===== config.mk =====
export PLATFORM = sky130hd
export DESIGN_NAME = bias_ctl_shreg
export DESIGN_NICKNAME = d
export VERILOG_FILES = /design/src/rtl/bias_ctl_pkg.sv /design/src/rtl/bias_ctl_sync.sv /design/src/rtl/bias_ctl_frame_rx.sv /design/src/rtl/bias_ctl_out_reg.sv /design/src/rtl/bias_ctl_shreg.sv
export SDC_FILE = /design/constraint.sdc
export NUM_CORES = 1
export LEC_CHECK = 0
export BUFFER_PORTS_ARGS = -buffer_cell sky130_fd_sc_hd__buf_4
export CAP_MARGIN = 25
export CORE_MARGIN = 1
export CORE_UTILIZATION = 45
export CTS_CLUSTER_DIAMETER = 30
export DETAILED_ROUTE_END_ITERATION = 12
export MAX_ROUTING_LAYER = met4
export PLACE_DENSITY = 0.73
export SLEW_MARGIN = 20
export SYNTH_ARGS = -nofsm -noshare
export SYNTH_HDL_FRONTEND = slang
export SYNTH_SLANG_ARGS = --single-unit

===== constraint.sdc =====
create_clock -name clk -period 1.8 [get_ports clk]
set_clock_uncertainty 0.05 [all_clocks]
set_input_delay 0.36 -clock clk [delete_from_list [all_inputs] [get_ports clk]]
set_output_delay 0.36 -clock clk [all_outputs]
set_load 0.05 [all_outputs]

===== src/rtl/bias_ctl_pkg.sv =====
package bias_ctl_pkg;

  // Control word layout: monitor select in the upper field, enables below.
  localparam int SEL_W   = 4;
  localparam int N_AMP   = 4;
  localparam int WORD_W  = SEL_W + N_AMP;

  typedef struct packed {
    logic [SEL_W-1:0] mon_sel;
    logic [N_AMP-1:0] amp_en;
  } bias_word_t;

  // Index of each serial line inside the synchronized bundle.
  localparam int LN_CLK = 0;
  localparam int LN_DAT = 1;
  localparam int LN_SEL = 2;
  localparam int N_LINES = 3;

endpackage


===== src/rtl/bias_ctl_sync.sv =====
module bias_ctl_sync #(
  parameter int W = 3,
  parameter int STAGES = 2,
  parameter logic [W-1:0] IDLE = '0
) (
  input  logic         clk,
  input  logic         rst,
  input  logic [W-1:0] d_i,
  output logic [W-1:0] q_o
);

  logic [W-1:0] stg [STAGES];

  generate
    for (genvar i = 0; i < STAGES; i++) begin : g_stage
      if (i == 0) begin : g_first
        always_ff @(posedge clk) begin
          if (rst) stg[i] <= IDLE;
          else     stg[i] <= d_i;
        end
      end else begin : g_next
        always_ff @(posedge clk) begin
          if (rst) stg[i] <= IDLE;
          else     stg[i] <= stg[i-1];
        end
      end
    end
  endgenerate

  assign q_o = stg[STAGES-1];

endmodule


===== src/rtl/bias_ctl_frame_rx.sv =====
module bias_ctl_frame_rx #(
  parameter int FRAME_W = 8
) (
  input  logic               clk,
  input  logic               rst,
  input  logic               fault_i,
  input  logic               sclk_s,
  input  logic               sdat_s,
  input  logic               ssel_n_s,
  output logic [FRAME_W-1:0] data_o,
  output logic               done_o
);

  localparam int CNT_MAX = FRAME_W + 1;
  localparam int CNT_W   = $clog2(CNT_MAX + 1);

  logic             sclk_q;
  logic             ssel_n_q;
  logic [CNT_W-1:0] cnt;
  logic [FRAME_W-1:0] shreg;
  logic             clk_rise;
  logic             sel_rise;

  assign clk_rise = sclk_s & ~sclk_q;
  assign sel_rise = ssel_n_s & ~ssel_n_q;

  // Edge-detect history follows the lines even during a fault.
  always_ff @(posedge clk) begin
    if (rst) begin
      sclk_q   <= 1'b0;
      ssel_n_q <= 1'b1;
    end else begin
      sclk_q   <= sclk_s;
      ssel_n_q <= ssel_n_s;
    end
  end

  // Bit counter saturates one past a full frame so long frames stay invalid.
  always_ff @(posedge clk) begin
    if (rst || fault_i || ssel_n_s) begin
      cnt <= '0;
    end else if (clk_rise && cnt != CNT_W'(CNT_MAX)) begin
      cnt <= cnt + 1'b1;
    end
  end

  always_ff @(posedge clk) begin
    if (rst) begin
      shreg <= '0;
    end else if (!fault_i && !ssel_n_s && clk_rise) begin
      shreg <= {shreg[FRAME_W-2:0], sdat_s};
    end
  end

  assign data_o = shreg;
  assign done_o = sel_rise & ~fault_i & (cnt == CNT_W'(FRAME_W));

endmodule


===== src/rtl/bias_ctl_out_reg.sv =====
module bias_ctl_out_reg
  import bias_ctl_pkg::*;
(
  input  logic       clk,
  input  logic       rst,
  input  logic       fault_i,
  input  logic       load_i,
  input  bias_word_t word_i,
  output bias_word_t word_o,
  output logic       commit_o
);

  always_ff @(posedge clk) begin
    if (rst || fault_i) begin
      word_o   <= '0;
      commit_o <= 1'b0;
    end else begin
      commit_o <= load_i;
      if (load_i) word_o <= word_i;
    end
  end

endmodule


===== src/rtl/bias_ctl_shreg.sv =====
module bias_ctl_shreg
  import bias_ctl_pkg::*;
#(
  parameter int SYNC_STAGES = 2
) (
  input  logic             clk,
  input  logic             rst,
  input  logic             ser_clk_i,
  input  logic             ser_dat_i,
  input  logic             ser_sel_n_i,
  input  logic             supply_fault_i,
  output logic [SEL_W-1:0] mon_sel_o,
  output logic [N_AMP-1:0] amp_en_o,
  output logic             commit_o
);

  localparam logic [N_LINES-1:0] IDLE_LINES = N_LINES'(1) << LN_SEL;

  logic [N_LINES-1:0] raw_lines;
  logic [N_LINES-1:0] syn_lines;
  logic [WORD_W-1:0]  rx_data;
  logic               rx_done;
  bias_word_t         word_q;

  assign raw_lines[LN_CLK] = ser_clk_i;
  assign raw_lines[LN_DAT] = ser_dat_i;
  assign raw_lines[LN_SEL] = ser_sel_n_i;

  bias_ctl_sync #(
    .W(N_LINES), .STAGES(SYNC_STAGES), .IDLE(IDLE_LINES)
  ) u_sync (
    .clk(clk), .rst(rst), .d_i(raw_lines), .q_o(syn_lines)
  );

  bias_ctl_frame_rx #(.FRAME_W(WORD_W)) u_rx (
    .clk(clk), .rst(rst), .fault_i(supply_fault_i),
    .sclk_s(syn_lines[LN_CLK]), .sdat_s(syn_lines[LN_DAT]),
    .ssel_n_s(syn_lines[LN_SEL]),
    .data_o(rx_data), .done_o(rx_done)
  );

  bias_ctl_out_reg u_out (
    .clk(clk), .rst(rst), .fault_i(supply_fault_i),
    .load_i(rx_done), .word_i(bias_word_t'(rx_data)),
    .word_o(word_q), .commit_o(commit_o)
  );

  assign mon_sel_o = word_q.mon_sel;
  assign amp_en_o  = word_q.amp_en;

endmodule


==> metrics <==
layout net count 145; # port buffers 14; # IOs 15; Area contributors post-synth dfxtp_1 51%, nand2_1 5.6%, a211oi_1 5.2%, a21oi_1 4.8%, nand3_1 3.9%; CTS tree yes; Syn-to-layout area delta 14.4%; Synth Area in Simple Gates 0.249; family with the most delay on the worst path flip-flops; Worst EP required 2000 ps; Mean Syn Cell Area 9.32 um^2; final max-slew violation count 0; RSZ-0062 raised after global routing false; Final Hold Fails 0; Worst Path Max Fanout 9; Antenna Cells 0; status complete, no violations; clock sink count 29; vias in the first global route 734; Remaining Overflow, GRT 0; Die Area 0.00275 mm^2; P per Cell Area 869 mW/mm^2; top-area cell type share of the netlist area 0.507; Mapped Nets 132; FF-to-FF End u_out.word_o[6]; Synth Area in Adders 0.0328; Post-synth EDFFs 0; FFs w/ async S/R, synth 0; Global Route Usage Sum 0.178; largest net degree at the start of global routing 28; first-pass GRT wire length 3.23 mm; min cycle time layout 1470 ps; flop and latch count out of synthesis 29; worst path cell trace inv_1 > ha_1 > nand4bb_1 > o21ai_0 > a211oi_1; measured slew at the worst slew-check pin 487 ps; commonest cells in the synthesized netlist 29 x dfxtp_1, 17 x nand2_1, 11 x a21oi_1; reg2reg setup slack 330 ps; Hold Startpoint ser_sel_n_i; Die Wd 52.5 um; Skew-Pair Late Insertion Delay 330 ps; yosys warns 0; # setup viols final 0; mux cell area share after synthesis 0.00873; Fmax 680 MHz; number of distinct library cells after synthesis 29; Tightest Hold Check Type input port to register; Worst Hold Depth 2; largest family of logic cells by synthesized area simple AND/OR/NAND/NOR gates; post-CTS sizing 0; R2R Path Start u_rx.cnt[0]; share of layout cells above drive strength 1 0.204; CTS buffer count 5; Finished Layout Cells 165; core area 0.00230 mm^2; total number of vias 889; Clock Pin Slew Worst Setup and Hold Paths 90 ps; H-tree Lvls 2; post-synthesis xor/xnor area fraction 0; GPL Wtd Cong 0.798; Starting Density 0.499; FP Rows 17; number of setup buffers added after CTS 0; maximum VDD drop 0.000592 V; critical path's slowest cell dfxtp_1; Inst Count DP 157; Worst EP arrival 1670 ps; Critical Path End Type register; TNS Setup 0 ps; crit path kind register to register; Lkg Pwr 0.000454 uW; Vias per Instance 5.39; Max Cap Viol 0; Final period util 0.817; Syn Inst Count 123; die height 52.5 um; r2r worst-path depth 5; Root Buffer Master clkbuf_4; hpwl dp 1.33 mm; clock buffer depth 2; DRT iter0 DRCs 10; antenna-violating nets left 0; Mapped Area 0.00115 mm^2; Hold Path End u_sync.stg[0][2]; Synth Area in Compound Gates 0.157; Detailed Route WL 1.95 mm; CP bufs+invs 1; critical path's largest stage delay 430 ps; initial antenna violation count 0; TritonRoute pass-1 iters 4; CP Launch Type register; relative slew slack 0.675; most frequent cell after synthesis dfxtp_1; leading area contributor after synthesis dfxtp_1; WL per Instance 11.8 um; Most used DFF post-synth dfxtp_1; DRC errors left 0; post-synthesis sequential area ratio 0.507; cts hold-fix bufs 0
-- area by class of cell --
class / count / area [um^2]
timing repair buffer: 14 / 105
inverter: 2 / 7.51
sequential: 29 / 581
multi-input combinational: 84 / 513
fill: 219 / 986
clock inverter: 1 / 5.00
clock buffer: 7 / 65.1
tap: 28 / 35.0
-- per-stage QoR --
step / total power [uW] / utilization / area (um^2) / hold WS (ps) / setup slack (ps)
CTS: 1150 / 0.571 / 1310 / 138 / 333
floorplan: 692 / - / 1150 / 339 / 486
detailed placement: 703 / 0.540 / 1240 / 350 / 277
global placement: 701 / 0.540 / 1240 / 344 / 298
global route: 1190 / 0.571 / 1310 / 137 / 143
finish: 1140 / 0.571 / 1310 / 158 / 330
-- registers in the layout, indices dropped and copies added (netlist names) --
name and cells:
u_rx.data_o 8, u_out.commit_o 1, u_rx.cnt 4, u_rx.ssel_n_q 1, u_sync.stg 6, u_out.word_o 8
u_rx.sclk_q 1
-- cell families (layout without fill, tap and decap cells) --
family	Yosys count	count (layout)
adder cells (fa/ha/maj)	3	3
buffers and inverters	10	24
AO/OA/AOI/OAI	31	31
multiplexers	1	1
flip-flops	29	29
AND/OR/NAND/NOR	49	49
-- worst max-delay path by stage --
stage | startpoint | to | slack, ps | cells past startpoint
after floorplan | u_rx.cnt[1] | u_rx.cnt[0] | 490 | 5
after global placement | supply_fault_i | u_rx.data_o[6] | 300 | 4
after detailed placement | supply_fault_i | u_rx.data_o[5] | 280 | 4
after CTS | u_rx.cnt[0] | u_out.word_o[7] | 330 | 5
after global routing | u_rx.cnt[0] | u_out.word_o[7] | 140 | 5
final | u_rx.cnt[0] | u_out.word_o[6] | 330 | 5
-- power breakdown --
group | switching, uW | total [uW] | internal, uW
logic | 19.2 | 34.5 | 15.3
clock network | 226 | 452 | 226
registers | 4.76 | 653 | 649
-- routing by layer --
metal	global-route usage	routed length, um	vias up
li1	-	-	456
met1	0.203	957	407
met2	0.238	855	21
met3	0.0870	90	5
met4	0.132	41	0
met5	-	0	-
-- layout by cell type, fill, tap and decap left out, drive strengths merged --
master / synthesis / layout
o21ai: 10 / 10
clkbuf: 3 / 7
or3: 3 / 3
dfxtp: 29 / 29
nor3: 2 / 2
nand3: 9 / 9
nor2b: 6 / 6
or2: 3 / 3
mux2i: 1 / 1
nand4bb: 1 / 1
nand3b: 1 / 1
nand2: 17 / 17
nand2b: 2 / 2
buf: 5 / 14
a21oi: 11 / 11
nor2: 1 / 1
ha: 3 / 3
and3b: 1 / 1
clkinv: 0 / 1
o211ai: 1 / 1
o31ai: 1 / 1
or4b: 1 / 1
a211oi: 8 / 8
nor4b: 1 / 1
inv: 2 / 2
and4bb: 1 / 1
Note: power is estimated with default switching activity, not from simulation.
